`src/rtl/pev_pkg.sv`:
```
package pev_pkg;
  localparam int BANK_W      = 32;
  localparam int NUM_KINDS   = 6;
  localparam int NUM_SETS    = NUM_KINDS + 1;
  localparam int KIND_RISE   = 0;
  localparam int KIND_FALL   = 1;
  localparam int KIND_HIGH   = 2;
  localparam int KIND_LOW    = 3;
  localparam int KIND_ARISE  = 4;
  localparam int KIND_AFALL  = 5;
  localparam int MAP_BASE    = 'h40;
  localparam int SET_STRIDE  = 'h0C;
  localparam int WORD_STRIDE = 4;

  // set 0 is the status word pair, sets 1..6 are the enable kinds
  function automatic int word_addr(input int set_idx, input int bank);
    return MAP_BASE + set_idx * SET_STRIDE + bank * WORD_STRIDE;
  endfunction

  function automatic int bank_count(input int pins);
    return (pins + BANK_W - 1) / BANK_W;
  endfunction
endpackage

```
`src/rtl/pev_rst_sync.sv`:
```
module pev_rst_sync #(
  parameter int STAGES = 2
) (
  input  logic clk,
  input  logic rst_n,
  output logic rst_sync_n
);
  logic [STAGES-1:0] sync_q;
  logic [STAGES-1:0] sync_d;

  always_comb begin
    sync_d = {sync_q[STAGES-2:0], 1'b1};
  end

  always_ff @(posedge clk or negedge rst_n) begin
    if (!rst_n) sync_q <= '0;
    else        sync_q <= sync_d;
  end

  assign rst_sync_n = sync_q[STAGES-1];
endmodule

```
`src/rtl/pev_bus_if.sv`:
```
module pev_bus_if
  import pev_pkg::*;
#(
  parameter int NUM_PINS = 54,
  parameter int ADDR_W   = 8,
  parameter int NB       = 2
) (
  input  logic [ADDR_W-1:0]      bus_addr,
  input  logic                   bus_we,
  input  logic [NUM_PINS-1:0]    reg_sets [NUM_SETS],
  output logic [NUM_SETS*NB-1:0] wr_stb,
  output logic [BANK_W-1:0]      bus_rdata
);
  localparam int PAD_W = NB * BANK_W;

  logic [PAD_W-1:0]       pad_v [NUM_SETS];
  logic [NUM_SETS*NB-1:0] word_sel;

  for (genvar s = 0; s < NUM_SETS; s++) begin : g_set
    assign pad_v[s] = PAD_W'(reg_sets[s]);
    for (genvar b = 0; b < NB; b++) begin : g_bank
      assign word_sel[s*NB+b] = (int'(bus_addr) == word_addr(s, b));
    end
  end

  assign wr_stb = {(NUM_SETS*NB){bus_we}} & word_sel;

  always_comb begin
    bus_rdata = '0;
    for (int s = 0; s < NUM_SETS; s++) begin
      for (int b = 0; b < NB; b++) begin
        if (word_sel[s*NB+b]) bus_rdata = pad_v[s][b*BANK_W +: BANK_W];
      end
    end
  end
endmodule

```
`src/rtl/pev_cfg_regs.sv`:
```
module pev_cfg_regs
  import pev_pkg::*;
#(
  parameter int NUM_PINS = 54,
  parameter int NB       = 2
) (
  input  logic                    clk,
  input  logic                    rst_n,
  input  logic [NUM_KINDS*NB-1:0] kind_stb,
  input  logic [BANK_W-1:0]       bus_wdata,
  output logic [NUM_PINS-1:0]     kind_q [NUM_KINDS]
);
  logic [NUM_PINS-1:0] kind_d [NUM_KINDS];
  logic                cfg_en;

  for (genvar k = 0; k < NUM_KINDS; k++) begin : g_kind
    for (genvar i = 0; i < NUM_PINS; i++) begin : g_pin
      assign kind_d[k][i] = kind_stb[k*NB + i/BANK_W] ? bus_wdata[i%BANK_W]
                                                      : kind_q[k][i];
    end
  end

  assign cfg_en = |kind_stb;

  always_ff @(posedge clk or negedge rst_n) begin
    if (!rst_n) begin
      for (int k = 0; k < NUM_KINDS; k++) kind_q[k] <= '0;
    end else if (cfg_en) begin
      kind_q <= kind_d;
    end
  end
endmodule

```
`src/rtl/pev_event_core.sv`:
```
module pev_event_core
  import pev_pkg::*;
#(
  parameter int NUM_PINS = 54,
  parameter int NB       = 2
) (
  input  logic                clk,
  input  logic                rst_n,
  input  logic [NUM_PINS-1:0] pin_in,
  input  logic [NUM_PINS-1:0] en_rise,
  input  logic [NUM_PINS-1:0] en_fall,
  input  logic [NUM_PINS-1:0] en_high,
  input  logic [NUM_PINS-1:0] en_low,
  input  logic [NB-1:0]       stat_stb,
  input  logic [BANK_W-1:0]   bus_wdata,
  output logic [NUM_PINS-1:0] status_q
);
  logic [NUM_PINS-1:0] prev_q;
  logic [NUM_PINS-1:0] hit;
  logic [NUM_PINS-1:0] clr;
  logic [NUM_PINS-1:0] status_d;
  logic                st_en;

  for (genvar i = 0; i < NUM_PINS; i++) begin : g_clr
    assign clr[i] = stat_stb[i/BANK_W] & bus_wdata[i%BANK_W];
  end

  always_comb begin
    hit = (en_rise & pin_in & ~prev_q)
        | (en_fall & ~pin_in & prev_q)
        | (en_high & pin_in)
        | (en_low & ~pin_in);
    // a new event outranks a clear of the same bit
    status_d = (status_q & ~clr) | hit;
    st_en    = (|hit) | (|clr);
  end

  always_ff @(posedge clk or negedge rst_n) begin
    if (!rst_n) prev_q <= '0;
    else        prev_q <= pin_in;
  end

  always_ff @(posedge clk or negedge rst_n) begin
    if (!rst_n)     status_q <= '0;
    else if (st_en) status_q <= status_d;
  end
endmodule

```
`src/rtl/pin_event_unit.sv`:
```
module pin_event_unit
  import pev_pkg::*;
#(
  parameter int NUM_PINS   = 54,
  parameter int ADDR_W     = 8,
  parameter int IRQ1_FIRST = 28,
  parameter int IRQ2_FIRST = 46
) (
  input  logic                clk,
  input  logic                rst_n,
  input  logic [ADDR_W-1:0]   bus_addr,
  input  logic                bus_we,
  input  logic [BANK_W-1:0]   bus_wdata,
  output logic [BANK_W-1:0]   bus_rdata,
  input  logic [NUM_PINS-1:0] pin_in,
  output logic [2:0]          irq_out
);
  localparam int NB        = bank_count(NUM_PINS);
  localparam int NUM_LINES = 3;

  logic                   rst_core_n;
  logic [NUM_SETS*NB-1:0] wr_stb;
  logic [NUM_PINS-1:0]    kind_q   [NUM_KINDS];
  logic [NUM_PINS-1:0]    reg_sets [NUM_SETS];
  logic [NUM_PINS-1:0]    status_q;
  logic [NUM_PINS-1:0]    en_rise, en_fall, en_high, en_low;

  pev_rst_sync #(.STAGES(2)) u_rst (
    .clk(clk), .rst_n(rst_n), .rst_sync_n(rst_core_n)
  );

  pev_bus_if #(.NUM_PINS(NUM_PINS), .ADDR_W(ADDR_W), .NB(NB)) u_bus (
    .bus_addr(bus_addr), .bus_we(bus_we), .reg_sets(reg_sets),
    .wr_stb(wr_stb), .bus_rdata(bus_rdata)
  );

  pev_cfg_regs #(.NUM_PINS(NUM_PINS), .NB(NB)) u_cfg (
    .clk(clk), .rst_n(rst_core_n), .kind_stb(wr_stb[NUM_SETS*NB-1:NB]),
    .bus_wdata(bus_wdata), .kind_q(kind_q)
  );

  assign en_rise = kind_q[KIND_RISE];
  assign en_fall = kind_q[KIND_FALL];
  assign en_high = kind_q[KIND_HIGH];
  assign en_low  = kind_q[KIND_LOW];

  pev_event_core #(.NUM_PINS(NUM_PINS), .NB(NB)) u_evt (
    .clk(clk), .rst_n(rst_core_n), .pin_in(pin_in),
    .en_rise(en_rise), .en_fall(en_fall), .en_high(en_high), .en_low(en_low),
    .stat_stb(wr_stb[NB-1:0]), .bus_wdata(bus_wdata), .status_q(status_q)
  );

  assign reg_sets[0] = status_q;
  for (genvar k = 0; k < NUM_KINDS; k++) begin : g_rd
    assign reg_sets[k+1] = kind_q[k];
  end

  for (genvar g = 0; g < NUM_LINES; g++) begin : g_irq
    localparam int LO = (g == 0) ? 0 : (g == 1) ? IRQ1_FIRST : IRQ2_FIRST;
    localparam int HI = (g == 0) ? IRQ1_FIRST - 1
                      : (g == 1) ? IRQ2_FIRST - 1 : NUM_PINS - 1;
    assign irq_out[g] = |status_q[HI:LO];
  end
endmodule

```
`config.mk`:
```
export PLATFORM = sky130hd
export DESIGN_NAME = pin_event_unit
export DESIGN_NICKNAME = d
export VERILOG_FILES = /design/src/rtl/pev_pkg.sv /design/src/rtl/pev_rst_sync.sv /design/src/rtl/pev_bus_if.sv /design/src/rtl/pev_cfg_regs.sv /design/src/rtl/pev_event_core.sv /design/src/rtl/pin_event_unit.sv
export SDC_FILE = /design/constraint.sdc
export NUM_CORES = 1
export LEC_CHECK = 0
export BUFFER_PORTS_ARGS = -buffer_cell sky130_fd_sc_hd__buf_4
export CAP_MARGIN = 15
export CORE_MARGIN = 2
export CORE_UTILIZATION = 35
export CTS_CLUSTER_SIZE = 20
export DETAILED_ROUTE_END_ITERATION = 6
export GPL_TIMING_DRIVEN = 0
export HOLD_SLACK_MARGIN = 0.1
export PLACE_DENSITY = 0.57
export SLEW_MARGIN = 20
export SYNTH_ARGS = -nofsm -noshare
export SYNTH_HDL_FRONTEND = slang
export SYNTH_SLANG_ARGS = --single-unit
```
`constraint.sdc`:
```
create_clock -name clk -period 17.4 [get_ports clk]
set_input_delay 0 -clock clk [delete_from_list [all_inputs] [get_ports clk]]
set_output_delay 0 -clock clk [all_outputs]
set_load 0.05 [all_outputs]
```
==> results.md <==
* Max incr delay on CP at 0.79 ns
* Std-Cell Core Area at 56,500 µm²
* Global Route Usage Sum at 0.239
* Io pins at 132
* Worst path depth at 9
* Final nets at 2,082
* CP top delay family: simple AND/OR/NAND/NOR gates
* Worst slew margin at 0.250
* Drt drc at 0
* Die X-Extent at 243 µm
* Final Hold Slack at 0.108 ns
* DR vias at 15,636
* Clk slew on worst S/H paths at 0.06 ns
* F_max at 306 MHz
* Vias in the first global route at 16,217
* Die area at 59,300 µm²
* Critical path buffers and inverters at 4
* Avg Inst Size Synth at 12.0 µm²
* Avg Vias per Cell at 5.63
* CTS H-tree lvls at 2
* Endpoint class of the critical path: output port
* Synth cell types at 75
* Tightest Pin Transition at 1.12 ns
* Critical Path Start: bus_addr[1]
* DP Worst Slack at 14.35 ns
* WP data required at 17.40 ns
* Die height at 243 µm
* Final RePlAce weighted congestion at 0.934
* Largest net degree at the start of global routing at 59
* Worst-case reg-to-reg path depth at 4
* 1st-iter DRT viols at 1,439
* YS warnings at 0
* Area grow syn2layout at 25.0%
* Minimum clock period at 3.26 ns
* CP most frequent cell: buf_4
* Total gr overflow at 0
* Maxcap violations at 0
* Maximum clock path buffer count at 3
* # setup viols final at 0
* Fin worst setup slack at 14.14 ns
* Avg WL per Cell at 25.6 µm
* Core Util, Final at 0.444
* Row count at 87
* Ratio of cells with drive above 1 in the final layout at 0.302
* Cell chain of the critical path: buf_4, buf_2, nor3_1, nand2_1, clkbuf_1, o21ai_0, o31ai_1, nand3_1, buf_4
* Syn Inst Count at 1,666
* Worst skew pair latency at 0.60 ns
* Register bit total from synthesis at 434
* Critical path arrival at 3.26 ns
* Initial core utilization at 0.355
* Post-synth EDFFs at 0
* CP Class: input pin to output port
* Post-DRT Antenna Nets at 0
* Antenna violations before repair at 3
* Status: finished, final reports clean
* CP Launch Type: input pin
* Leak at 11.5 nW
* CP endpoint: bus_rdata[21]
* Most common cell after layout, fill and taps aside: dfrtp_1
* Seq/Total Area, Yosys at 0.541
* RSZ-0062 raised after global routing: false
* Final period utilization at 0.188
* Post-route setup TNS at 0 ns
* Flop-to-flop setup slack at 15.48 ns
* Netlist Area Pre-Place at 20,100 µm²
* Peak supply drop at 0.0703 mV
* DR pass1 iterations at 6
* Hpwl dp at 48,200 µm
* CTS Sinks at 434
* Routed WL at 71,000 µm
* Most frequent cells in the layout: dfrtp_1, mux2_2, dlygate4sd3_1
* TritonCTS clock tree: yes
* Filler cells at 5,236
* Clk_skew at 0.0184 ns
* Post-synth top flop: dfrtp_1
* Max Slew Vio Count at 0
* First-pass GRT wire length at 106,000 µm
* TritonCTS Buffers at 47
* HP Class: input pin to flop
* Worst path slowest cell: nand2_1
* Root Buffer: clkbuf_16
* PD cells at 93.9 nW/µm²
* R2r startpoint: u_rst.sync_q[1]
* Hold Vio Cnt, Final at 0
* Asr flop ratio synth at 1.00
* Crit-path max FO at 10
* Crit Reg-Reg Endpoint: u_cfg.kind_q[23]
* Syn nets at 1,763
* IO Port Bufs at 127
logic make-up (layout without fill, tap and decap cells):
kind of cell	count (synthesis)	after routing	synth area share
compound gates	423	423	0.143
buf+inv	128	483	0.0287
flops	434	434	0.541
mux	361	361	0.206
other cells	1	2	0.000187
simple gates	319	319	0.0808
metal layers:
layer / global-route usage / wire, µm / up-vias
met1: 0.314 / 30100 / 7970
li1: - / - / 6840
met3: 0.0545 / 5460 / 183
met4: 0.0990 / 2870 / 4
met2: 0.381 / 32600 / 639
met5: 0 / 18 / -
area by class of cell:
type / count / area (µm²) / area share
diodes: 1 / 2.50 / 0.0000997
clock inverters: 15 / 149 / 0.00593
plain buffers: 116 / 531 / 0.0211
flip-flops and latches: 434 / 10900 / 0.433
inverters: 12 / 45.0 / 0.00179
repair buffers: 270 / 2520 / 0.100
multi-input cells: 1104 / 8640 / 0.344
clock buffers: 70 / 1400 / 0.0559
well taps: 756 / 946 / 0.0377
sequential cells by signal (all words and copies together), names as in the netlist:
| signal | cells |
|---|---|
| u_rst.sync_q | 2 |
| u_evt.prev_q | 54 |
| u_cfg.kind_q | 324 |
| u_evt.status_q | 54 |
how the worst min path moves through the flow:
stage                     slack (ns)  cells after the start                to  startpoint
after floorplan                -0.30                      0   u_rst.sync_q[0]       rst_n
after global placement         -0.22                      1   u_rst.sync_q[0]       rst_n
after detailed placement       -0.21                      1   u_rst.sync_q[0]       rst_n
after CTS                       0.10                      2  u_evt.prev_q[20]  pin_in[20]
after global routing            0.11                      2  u_evt.prev_q[20]  pin_in[20]
final                           0.11                      2  u_evt.prev_q[20]  pin_in[20]
per-stage QoR:
stage	std cells	cell area, µm²	power (mW)
floorplan	1666	20100	1.24
global placement	2549	22000	1.32
detailed placement	2557	22200	1.33
CTS	2777	25100	2.37
global route	2778	25100	2.44
finish	2778	25100	2.36
synthesized netlist by cell type, types with 22 or more instances:
master    count  area share
a21oi_1     106       0.026
o211ai_1     51       0.019
o21ai_0      82       0.020
dfrtp_1     434        0.54
nor2_1       60       0.011
nand2_1     126       0.024
nor2b_1      47       0.015
a22o_1       22      0.0096
mux2_2      293        0.16
a22oi_1      36       0.013
nand3_1      32      0.0080
buf_2        44       0.011
mux2_4       30       0.022
clkbuf_1     55       0.010
mux2i_1      36       0.018
repair_timing:
action                    CTS  global route
gates resized for setup     0             0
hold endpoints to repair  362             0
buffers inserted            0             0
hold buffers              135             0
report_power, final:
group | leakage, nW | total, mW | switching (mW) | internal (mW)
clock network | 0.769 | 1.01 | 0.426 | 0.588
logic | 5.16 | 0.202 | 0.102 | 0.100
registers | 5.62 | 1.14 | 0.0646 | 1.08
(Power assumes the default switching activity.)
